`config.mk`:
```
export PLATFORM = sky130hd
export DESIGN_NAME = cache_burst_seq
export DESIGN_NICKNAME = d
export VERILOG_FILES = /design/src/rtl/cbs_pkg.sv /design/src/rtl/cbs_move_check.sv /design/src/rtl/cbs_burst_pick.sv /design/src/rtl/cbs_cursor.sv /design/src/rtl/cache_burst_seq.sv
export SDC_FILE = /design/constraint.sdc
export NUM_CORES = 1
export LEC_CHECK = 0
export ABC_AREA = 1
export BUFFER_PORTS_ARGS = -buffer_cell sky130_fd_sc_hd__buf_2
export CAP_MARGIN = 15
export CORE_MARGIN = 10
export CORE_UTILIZATION = 40
export CTS_CLUSTER_SIZE = 20
export DETAILED_ROUTE_END_ITERATION = 12
export GPL_ROUTABILITY_DRIVEN = 0
export PLACE_DENSITY = 0.68
export SLEW_MARGIN = 5
export SYNTH_ARGS = -nofsm -noshare
export SYNTH_HDL_FRONTEND = slang
export SYNTH_HIERARCHICAL = 1
export SYNTH_SLANG_ARGS = --single-unit
export TNS_END_PERCENT = 20
```
`constraint.sdc`:
```
create_clock -name clk -period 7.5 [get_ports clk]
set_input_delay 1.5 -clock clk [delete_from_list [all_inputs] [get_ports clk]]
set_output_delay 1.5 -clock clk [all_outputs]
set_load 0.005 [all_outputs]
```
`src/rtl/cbs_pkg.sv`:
```
package cbs_pkg;

    localparam int ADDR_W   = 32;
    localparam int LEN_W    = 16;
    localparam int LINE_W   = 8;
    localparam int MIN_LOG  = 2;
    localparam int MAX_LOG  = 6;
    localparam int BURST_W  = MAX_LOG + 1;
    localparam int SHIFT_W  = $clog2(MAX_LOG + 1);
    localparam int LANES    = 4;

    typedef enum logic [0:0] {
        ST_IDLE = 1'b0,
        ST_RUN  = 1'b1
    } cur_state_e;

    typedef struct packed {
        logic [ADDR_W-1:0]  addr;
        logic [BURST_W-1:0] dwords;
        logic [LANES-1:0]   be;
        logic [LEN_W-1:0]   bytes;
    } txn_t;

    // log2 of a legal line size, 0 when the size is not usable
    function automatic logic [SHIFT_W-1:0] line_shift(input logic [LINE_W-1:0] l);
        logic [SHIFT_W-1:0] r;
        r = '0;
        for (int k = MIN_LOG; k <= MAX_LOG; k++) begin
            if (l == LINE_W'(1 << k)) r = SHIFT_W'(k);
        end
        return r;
    endfunction

    function automatic logic [ADDR_W-1:0] low_mask(input int n);
        return (ADDR_W'(1) << n) - ADDR_W'(1);
    endfunction

    function automatic logic [LANES-1:0] lane_mask(input logic [1:0] off,
                                                   input logic [2:0] cnt);
        logic [LANES:0] m;
        m = (5'd1 << cnt) - 5'd1;
        return m[LANES-1:0] << off;
    endfunction

endpackage

```
`src/rtl/cbs_move_check.sv`:
```
module cbs_move_check
    import cbs_pkg::*;
(
    input  logic [ADDR_W-1:0]  src_addr,
    input  logic [ADDR_W-1:0]  peer_addr,
    input  logic               move_en,
    input  logic [SHIFT_W-1:0] shift,
    output logic               bypass
);
    logic [ADDR_W-1:0] in_line;

    always_comb begin
        in_line = low_mask(int'(shift) + 2);
        bypass  = move_en && (shift != '0) &&
                  (((src_addr ^ peer_addr) & in_line) != '0);
    end
endmodule

```
`src/rtl/cbs_burst_pick.sv`:
```
module cbs_burst_pick
    import cbs_pkg::*;
(
    input  logic [ADDR_W-1:0]  cur_addr,
    input  logic [LEN_W-1:0]   remain,
    input  logic               align_en,
    input  logic [SHIFT_W-1:0] shift,
    output txn_t               txn
);
    logic [1:0]         off;
    logic [2:0]         headroom;
    logic [2:0]         cnt;
    logic [LEN_W-3:0]   rem_dw;
    logic [SHIFT_W-1:0] p_shift;
    logic [BURST_W-1:0] p_dw;
    logic [BURST_W-1:0] dw;
    logic               go_single;

    always_comb begin
        off       = cur_addr[1:0];
        headroom  = 3'd4 - {1'b0, off};
        rem_dw    = remain[LEN_W-1:2];
        cnt       = (remain < LEN_W'(headroom)) ? remain[2:0] : headroom;
        go_single = !align_en || (cur_addr[3:0] != 4'd0) ||
                    (rem_dw < (LEN_W-2)'(4));

        p_shift = SHIFT_W'(MIN_LOG);
        for (int k = MIN_LOG; k <= MAX_LOG; k++) begin
            if (k <= int'(shift) && ((cur_addr & low_mask(k + 2)) == '0))
                p_shift = SHIFT_W'(k);
        end
        p_dw = BURST_W'(1) << p_shift;
        dw   = (rem_dw < (LEN_W-2)'(p_dw)) ? rem_dw[BURST_W-1:0] : p_dw;

        txn.addr = cur_addr;
        if (go_single) begin
            txn.dwords = BURST_W'(1);
            txn.be     = lane_mask(off, cnt);
            txn.bytes  = LEN_W'(cnt);
        end else begin
            txn.dwords = dw;
            txn.be     = '1;
            txn.bytes  = LEN_W'({dw, 2'b00});
        end
    end
endmodule

```
`src/rtl/cbs_cursor.sv`:
```
module cbs_cursor
    import cbs_pkg::*;
(
    input  logic               clk,
    input  logic               rst,
    input  logic               req_valid,
    input  logic [ADDR_W-1:0]  req_addr,
    input  logic [LEN_W-1:0]   req_len,
    input  logic [SHIFT_W-1:0] req_shift,
    input  logic               req_align_en,
    output logic               req_ready,
    input  logic               txn_ready,
    input  logic [LEN_W-1:0]   txn_bytes,
    output logic               txn_valid,
    output logic [ADDR_W-1:0]  cur_addr,
    output logic [LEN_W-1:0]   remain,
    output logic               align_en,
    output logic [SHIFT_W-1:0] shift,
    output logic               done
);
    cur_state_e state;

    assign req_ready = (state == ST_IDLE);
    assign txn_valid = (state == ST_RUN) && (remain != '0);

    always_ff @(posedge clk) begin
        if (rst) begin
            state    <= ST_IDLE;
            cur_addr <= '0;
            remain   <= '0;
            align_en <= 1'b0;
            shift    <= '0;
            done     <= 1'b0;
        end else begin
            done <= 1'b0;
            case (state)
                ST_IDLE: begin
                    if (req_valid) begin
                        cur_addr <= req_addr;
                        remain   <= req_len;
                        align_en <= req_align_en;
                        shift    <= req_shift;
                        state    <= ST_RUN;
                    end
                end
                ST_RUN: begin
                    if (txn_valid && txn_ready) begin
                        cur_addr <= cur_addr + ADDR_W'(txn_bytes);
                        remain   <= remain - txn_bytes;
                    end else if (remain == '0) begin
                        state <= ST_IDLE;
                        done  <= 1'b1;
                    end
                end
                default: state <= ST_IDLE;
            endcase
        end
    end

    AST_NO_OVERRUN: assert property (@(posedge clk) disable iff (rst)
        txn_valid |-> (txn_bytes <= remain) && (txn_bytes != '0));
    AST_HOLD_OFFER: assert property (@(posedge clk) disable iff (rst)
        txn_valid && !txn_ready |=> txn_valid && $stable(cur_addr) && $stable(remain));
    AST_DONE_PULSE: assert property (@(posedge clk) disable iff (rst)
        done |=> !done);
    AST_DONE_IDLE: assert property (@(posedge clk) disable iff (rst)
        done |-> req_ready && !txn_valid);
endmodule

```
`src/rtl/cache_burst_seq.sv`:
```
module cache_burst_seq
    import cbs_pkg::*;
(
    input  logic                clk,
    input  logic                rst,
    input  logic                req_valid,
    output logic                req_ready,
    input  logic [ADDR_W-1:0]   req_addr,
    input  logic [LEN_W-1:0]    req_len,
    input  logic [LINE_W-1:0]   req_line_dw,
    input  logic                req_move,
    input  logic [ADDR_W-1:0]   req_peer_addr,
    output logic                txn_valid,
    input  logic                txn_ready,
    output logic [ADDR_W-1:0]   txn_addr,
    output logic [BURST_W-1:0]  txn_dwords,
    output logic [LANES-1:0]    txn_be,
    output logic                done
);
    logic [SHIFT_W-1:0] in_shift;
    logic               bypass;
    logic               in_align;
    logic [ADDR_W-1:0]  cur_addr;
    logic [LEN_W-1:0]   remain;
    logic               align_en;
    logic [SHIFT_W-1:0] shift;
    txn_t               pick;

    assign in_shift = line_shift(req_line_dw);
    assign in_align = (in_shift != '0) && !bypass;

    cbs_move_check u_move (
        .src_addr  (req_addr),
        .peer_addr (req_peer_addr),
        .move_en   (req_move),
        .shift     (in_shift),
        .bypass    (bypass)
    );

    cbs_cursor u_cursor (
        .clk          (clk),
        .rst          (rst),
        .req_valid    (req_valid),
        .req_addr     (req_addr),
        .req_len      (req_len),
        .req_shift    (in_shift),
        .req_align_en (in_align),
        .req_ready    (req_ready),
        .txn_ready    (txn_ready),
        .txn_bytes    (pick.bytes),
        .txn_valid    (txn_valid),
        .cur_addr     (cur_addr),
        .remain       (remain),
        .align_en     (align_en),
        .shift        (shift),
        .done         (done)
    );

    cbs_burst_pick u_pick (
        .cur_addr (cur_addr),
        .remain   (remain),
        .align_en (align_en),
        .shift    (shift),
        .txn      (pick)
    );

    assign txn_addr   = pick.addr;
    assign txn_dwords = pick.dwords;
    assign txn_be     = pick.be;

    AST_SINGLE_OFF16: assert property (@(posedge clk) disable iff (rst)
        txn_valid && (txn_addr[3:0] != 4'd0) |-> txn_dwords == BURST_W'(1));
    AST_CAP_LINE: assert property (@(posedge clk) disable iff (rst)
        txn_valid && align_en |-> txn_dwords <= (BURST_W'(1) << shift));
    AST_BYPASS_SINGLE: assert property (@(posedge clk) disable iff (rst)
        txn_valid && !align_en |-> txn_dwords == BURST_W'(1));
    AST_BURST_FULL_LANES: assert property (@(posedge clk) disable iff (rst)
        txn_valid && (txn_dwords != BURST_W'(1)) |-> txn_be == 4'hF);
endmodule

```
* Word-level counts from Yosys, hierarchy flattened
Index checks and enable logic that the tools add are counted.
** Word-level totals
- Memories :: 0
- Bits in writable memories :: 0
- Logic and storage cells :: 81
- Input bits :: 93
- ROM bits :: 0
- Register bits :: 54
- Bits in latches :: 0
** Operators by class
- Shift operators :: 4
- Muxes and demuxes :: 23
- Reduce and logical (&&, ||, !) cells :: 25
- Magnitude comparators :: 7
- Multiply operators :: 0
- Bitwise gates (word level) :: 3
- Eq/ne operators :: 7
- Divide/modulo/power cells :: 0
- Add/subtract/negate cells :: 6
** Operators with widths (number)
- 32-bit zero test :: 4
- 32-bit 2-to-1 mux :: 2
- 32-bit one-hot mux with 2 select lines :: 1
- 32-bit by 16-bit adder with 32-bit output :: 1
- 32-bit AND :: 1
- 16-bit 2-to-1 mux :: 2
- 16-bit one-hot mux with 2 select lines :: 1
- 32-bit nonzero test :: 1
- 1-bit by 32-bit left shift with 32-bit output, first input constant :: 1
- 32-bit by 2-bit subtractor with 32-bit output, second input constant :: 1
- 32-bit XOR :: 1
- 27-bit 2-to-1 mux :: 1
- 3-bit 2-to-1 mux :: 8
- 16-bit zero test :: 1
- 16-bit by 3-bit less-than comparator with 1-bit output :: 1
- 16-bit nonzero test :: 1
- 16-bit subtractor :: 1
- 14-bit by 3-bit less-than comparator with 1-bit output, second input constant :: 1
- 14-bit by 7-bit less-than comparator with 1-bit output :: 1
- 3-bit <= comparator, first input constant :: 3
- 1-bit logical AND :: 9
- 8-bit by 3-bit == test with 1-bit output, second input constant :: 1
- 8-bit by 4-bit == test with 1-bit output, second input constant :: 1
- 8-bit by 5-bit == test with 1-bit output, second input constant :: 1
- 21 further kinds :: 29

* Logic depth before layout (Yosys ltp)
- Depth after elaboration :: 14
- Depth in mapped cells :: 33
- Mapped depth without buffers :: 32

* Hierarchy
The synthesis kept the hierarchy.
** Modules (own cells, without submodules)
- cbs_cursor :: times used 1, cells each 817, area each 4852.2 µm²
- cbs_burst_pick :: times used 1, cells each 171, area each 1069.8 µm²
- cbs_move_check :: times used 1, cells each 157, area each 760.7 µm²
- cache_burst_seq :: times used 1, cells each 32, area each 177.7 µm²

* Worst setup path after synthesis
No wires, ideal clock.
- Kind :: input -> register
- From :: input port req_line_dw[1]
- To :: register u_cursor.align_en
- Setup slack :: 2.922 ns
- Setup time :: 0.116 ns
- Required time :: 7.384 ns
- Stages on the path :: 23
- Path buffers :: 0
- Data arrival time :: 4.462 ns
- Cells stage by stage :: nor2_1 > nand3_2 > o31ai_1 > inv_2 > ha_1 > nand2_1 > nor2_1 > inv_1 > nor2_1 > inv_1 > ha_1 > a21oi_1 > nand2_1 > nand2_1 > nor2_1 > nand2_1 > nor2_1 > nand3_1 > nor2_1 > nor2_1 > nor2_2 > nor2_1 > nor2_1
** Between the ends
- Word-level cells in the longest chain between the ends :: 14
- Elaborated cells between the ends (all ways) :: 20
- Those cells by class :: add/sub: 2; eq/ne: 5; shift: 1; mux: 5; bitwise: 1; reduce/logical: 6
** Ends and longest elaborated chain
- from (decl) :: RTL line cache_burst_seq.sv:10 : input logic [LINE_W-1:0] req_line_dw,
- 8-bit by 3-bit == test with 1-bit output :: RTL line cbs_pkg.sv:29 : if (l == LINE_W'(1 << k)) r = SHIFT_W'(k);
- 2-bit 2-to-1 mux :: RTL line cbs_pkg.sv:29
- 3-bit 2-to-1 mux (3 in a row) :: RTL line cbs_pkg.sv:29
- 3-bit 2-to-1 mux * :: RTL line cbs_pkg.sv:29
- via in_shift[1] :: RTL line cache_burst_seq.sv:20 : logic [SHIFT_W-1:0] in_shift;
- 3-bit by 2-bit adder with 4-bit output :: RTL line cbs_move_check.sv:13 : in_line = low_mask(int'(shift) + 2);
- 1-bit by 32-bit left shift with 32-bit output :: RTL line cbs_pkg.sv:35 : return (ADDR_W'(1) << n) - ADDR_W'(1);
- 32-bit by 2-bit subtractor with 32-bit output :: RTL line cbs_pkg.sv:35
- 32-bit AND :: RTL line cbs_move_check.sv:15 : (((src_addr ^ peer_addr) & in_line) != '0);
- 32-bit nonzero test :: RTL line cbs_move_check.sv:15
- 1-bit logical AND * :: RTL line cbs_move_check.sv:14 : bypass = move_en && (shift != '0) &&
- via bypass :: RTL line cache_burst_seq.sv:21 : logic bypass;
- 1-bit zero test * :: RTL line cache_burst_seq.sv:30 : assign in_align = (in_shift != '0) && !bypass;
- 1-bit logical AND * :: RTL line cache_burst_seq.sv:30
- via in_align :: RTL line cache_burst_seq.sv:22 : logic in_align;
- to (signal assigned) :: RTL line cbs_cursor.sv:41 : align_en <= req_align_en;
- to (decl) :: RTL line cbs_cursor.sv:17 : output logic align_en,
The timed path passes the listed nets; every way through them passes the cells marked *.
A chain may end at the register's enable or synchronous reset.

* Worst setup path after layout
- From :: register u_cursor.cur_addr[0]
- To :: output port txn_dwords[2]
** Between the ends
- Word-level cells in the longest chain between the ends :: 10
- Elaborated cells between the ends (all ways) :: 19
- Those cells by class :: order compare: 1; shift: 1; mux: 6; reduce/logical: 11
** Ends and longest elaborated chain
- from (decl) :: RTL line cbs_cursor.sv:15 : output logic [ADDR_W-1:0] cur_addr,
- from (signal assigned) :: RTL line cbs_cursor.sv:39 : cur_addr <= req_addr;
- from (signal assigned) :: RTL line cbs_cursor.sv:48 : cur_addr <= cur_addr + ADDR_W'(txn_bytes);
- 32-bit zero test :: RTL line cbs_burst_pick.sv:29 : if (k <= int'(shift) && ((cur_addr & low_mask(k + 2)) == '0))
- 1-bit logical AND :: RTL line cbs_burst_pick.sv:29
- 1-bit 2-to-1 mux :: RTL line cbs_burst_pick.sv:29
- 3-bit 2-to-1 mux (3 in a row) :: RTL line cbs_burst_pick.sv:29
- 1-bit by 3-bit left shift with 7-bit output :: RTL line cbs_burst_pick.sv:32 : p_dw = BURST_W'(1) << p_shift;
- 14-bit by 7-bit less-than comparator with 1-bit output :: RTL line cbs_burst_pick.sv:33 : dw = (rem_dw < (LEN_W-2)'(p_dw)) ? rem_dw[BURST_W-1:0] : p_dw;
- 7-bit 2-to-1 mux :: RTL line cbs_burst_pick.sv:33
- 27-bit 2-to-1 mux * :: RTL line cbs_burst_pick.sv:36 : if (go_single) begin
- to (decl) :: RTL line cache_burst_seq.sv:16 : output logic [BURST_W-1:0] txn_dwords,
Every way passes the cells marked *; elsewhere a longest branch is shown, timed or not.

==> flow_summary.ini <==
[outcome]
status = completed

[finish]
syn_to_final_growth_pct = 9.03
final_cells = 1471
nFillCells = 1839
ff_latch_area_um2 = 1080
drive_gt1_share_pct = 16.5
final_cell_mix = nand2_1 (334), nor2_1 (142), inv_1 (141)
post-route-util_pct = 44.8
multiInputGateArea_um2 = 4700
layout_commonest_cell = nand2_1
finalNetCount = 1394
antennaDiodeCount = 0

[worst_setup_path]
worstSetupEndpointType = output pin
worstSetupStartpoint = u_cursor/cur_addr[0]
endpoint = txn_dwords[2]
crit_family = compound AO/OA/AOI/OAI gates
critPathKind = reg2out
reg2reg_depth = 31
crit_fanout = 11
critPathLaunchType = register
crit_chain = bufinv_8 > ha_1 > inv_2 > nor3_2 > inv_2 > nor2_1 > inv_2 > a21oi_1 > o21ai_0 > ha_1 > nand2_1 > nor2_1 > o21ai_1 > o211ai_1 > nand3b_1 > nand2_1 > nor2_1 > a211oi_1 > buf_2
critical_path.slowest_cell = a211oi_1
cp.arrival_ns = 3.64
r2r-end = u_cursor/cur_addr[21]
r2r_start = u_cursor/cur_addr[0]
r2r_setup_slack_ns = 2.83
path_buf_inv = 5
cp_num_cells = 19
slowest_delay_ns = 0.51
critPathRequiredTime_ns = 6.00

[logic_synthesis]
async_flop_share_pct = 0
postSynthAreaPerCell_um2 = 5.83
ys_seq_elements = 54
synth_warnings = 6
synthesis.instances = 1177
synth_seq_area_share_pct = 15.8
synth_edf_count = 0
synth_cell_types = 53
netlist_area_um2 = 6860
dominantRegCellSynth = dfxtp_1

[routing]
drt_iter0_drc = 597
postRouteAntennaNets = 0
wl_per_cell_um = 14.1
vias = 7383
first_pass_iters = 5
wl_mm = 20.7
drc = 0
via_per_inst = 5.02

[clock_tree]
clk_path_buf_depth = 2
post_cts_buffers = 0
cts_sinks = 54
cts_buffers = 5
root_buffer = clkbuf_16
post_cts_resized = 0
cts_tree = built
clk_latency_ns = 0.30
cts.clk_slew.worst_paths_ns = 0.07
htree_levels = 2
hold_buffers = 0

[placed_design]
placed_cells = 1463
io_buffers = 128
dp_hpwl_mm = 16.8

[pwr]
leakagePower_nw = 3.95
ir_drop_uv = 92.4
p_per_area_nw_per_um2 = 158

[floorplan]
start_util_pct = 41.1
die_h_um = 151
fp.dieW_um = 151
num_io_pins = 139
dieArea_um2 = 22800
fp-row-count = 47
core_um2 = 16700

[global_routing]
antenna_found_initial = 0
overflow = 0
grt_usage_pct = 18.1
grt_max_degree = 70
grt_pass1_vias = 6963
grt_pass1_wl_mm = 34.1

[timing]
finClkSkew_ns = 0.00547
setup_viol = 0
finalCritPeriodShare_pct = 68.5
slew_headroom_pct = 29.3
tightest_slew_ns = 1.06
finalHoldViolCount = 0
finalSetupTns_ns = 0
slew_violations = 0
max_clock_freq_ghz = 0.195
min_period_ns = 5.14
rsz0062_at_grt = false

[worst_hold_path]
holdCritPathClass = reg2reg

[job]
max_cap_viol_count = 0
how the worst min path moves through the flow:
stage | cells after the start | endpoint | slack, ns | from
floorplan | 2 | u_cursor/remain[12] | 0.47 | u_cursor/remain[12]
global placement | 2 | u_cursor/remain[14] | 0.49 | u_cursor/remain[14]
detailed placement | 2 | u_cursor/remain[13] | 0.50 | u_cursor/remain[13]
CTS | 2 | u_cursor/remain[13] | 0.51 | u_cursor/remain[13]
global route | 2 | u_cursor/remain[13] | 0.53 | u_cursor/remain[13]
finish | 2 | u_cursor/remain[13] | 0.52 | u_cursor/remain[13]
where the power goes:
group,switching (W),leakage [nW],total (W),internal [W]
Combinational,0.000352,3.43,0.000569,0.000218
Sequential,0.0000460,0.447,0.000365,0.000319
Clock,0.000115,0.0739,0.000248,0.000133
Yosys cell counts, types with 2 or more instances:
cell	number	area [um2]
nor3_2	6	60.1
xnor2_1	13	114
nor3_1	10	50.1
a21oi_1	83	415
nand3_2	6	60.1
fa_1	2	40.0
buf_6	6	67.6
buf_2	6	30.0
nand2_1	334	1250
nor2_1	142	533
clkbuf_2	2	10.0
or2_2	6	37.5
nor2_2	4	25.0
dfxtp_1	54	1080
nand2_2	10	62.6
inv_1	141	529
xor2_1	14	123
o21ai_1	9	45.0
nand3_1	81	405
inv_2	14	52.6
clkbuf_1	10	37.5
nand2_4	3	33.8
nand4_1	15	93.8
nor2_4	3	33.8
o21ai_0	57	285
a31oi_1	10	62.6
or2_0	2	12.5
o21bai_1	5	37.5
buf_4	45	338
a21o_1	3	22.5
nand3b_1	3	22.5
conb_1	2	7.51
a21oi_2	4	35.0
buf_1	2	7.51
a211oi_1	3	22.5
o31ai_1	2	15.0
ha_1	49	613
worst reg2reg max path: cells and delay by family, from the launching register on:
kind            cells  cell delay, ns
simple gates       17            1.76
compound gates      6            1.10
fa+ha+maj           3            0.87
buf+inv             5            0.44
flops               1            0.38
registers in the layout, summed over array words and instances (netlist names):
register / cells
u_cursor/remain: 16
u_cursor/done: 1
u_cursor/cur_addr: 32
u_cursor/align_en: 1
u_cursor/shift: 3
u_cursor/state: 1
routing by layer:
layer  global-route usage (%)  wire [um]  share of wire, %
met2                     31.2       9760                47
met5                        0          0                 0
met1                     22.8       8980                43
met4                     5.05        478               2.3
met3                     2.98       1490               7.2
metrics by stage:
stage	setup WS (ns)	total power, W	hold slack (ns)	instance area [um2]
floorplan	2.92	0.000809	0.474	6880
global placement	2.71	0.000928	0.491	7330
detailed placement	2.70	0.000935	0.496	7330
CTS	2.34	0.00119	0.509	7480
global route	1.98	0.00129	0.531	7480
finish	2.36	0.00118	0.515	7480
area by class of cell:
cell class / count / share of cell area (%)
clock inverter: 1 / 0.0669
inverter: 157 / 8.13
sequential: 54 / 14.5
timing repair buffer: 131 / 8.87
tap: 220 / 3.68
clock buffer: 7 / 1.91
multi-input combinational: 901 / 62.9
cells by family (layout without fill, tap and decap cells):
family	after synthesis	after routing	share of synthesized area [%]
simple gates	632	632	40.4
buf+inv	228	296	16.0
compound gates	183	183	14.8
flops	54	54	15.8
fa+ha+maj	51	51	9.52
xor+xnor	27	27	3.45
other cells	2	8	0.109
Note: power is estimated with default switching activity, not from simulation.
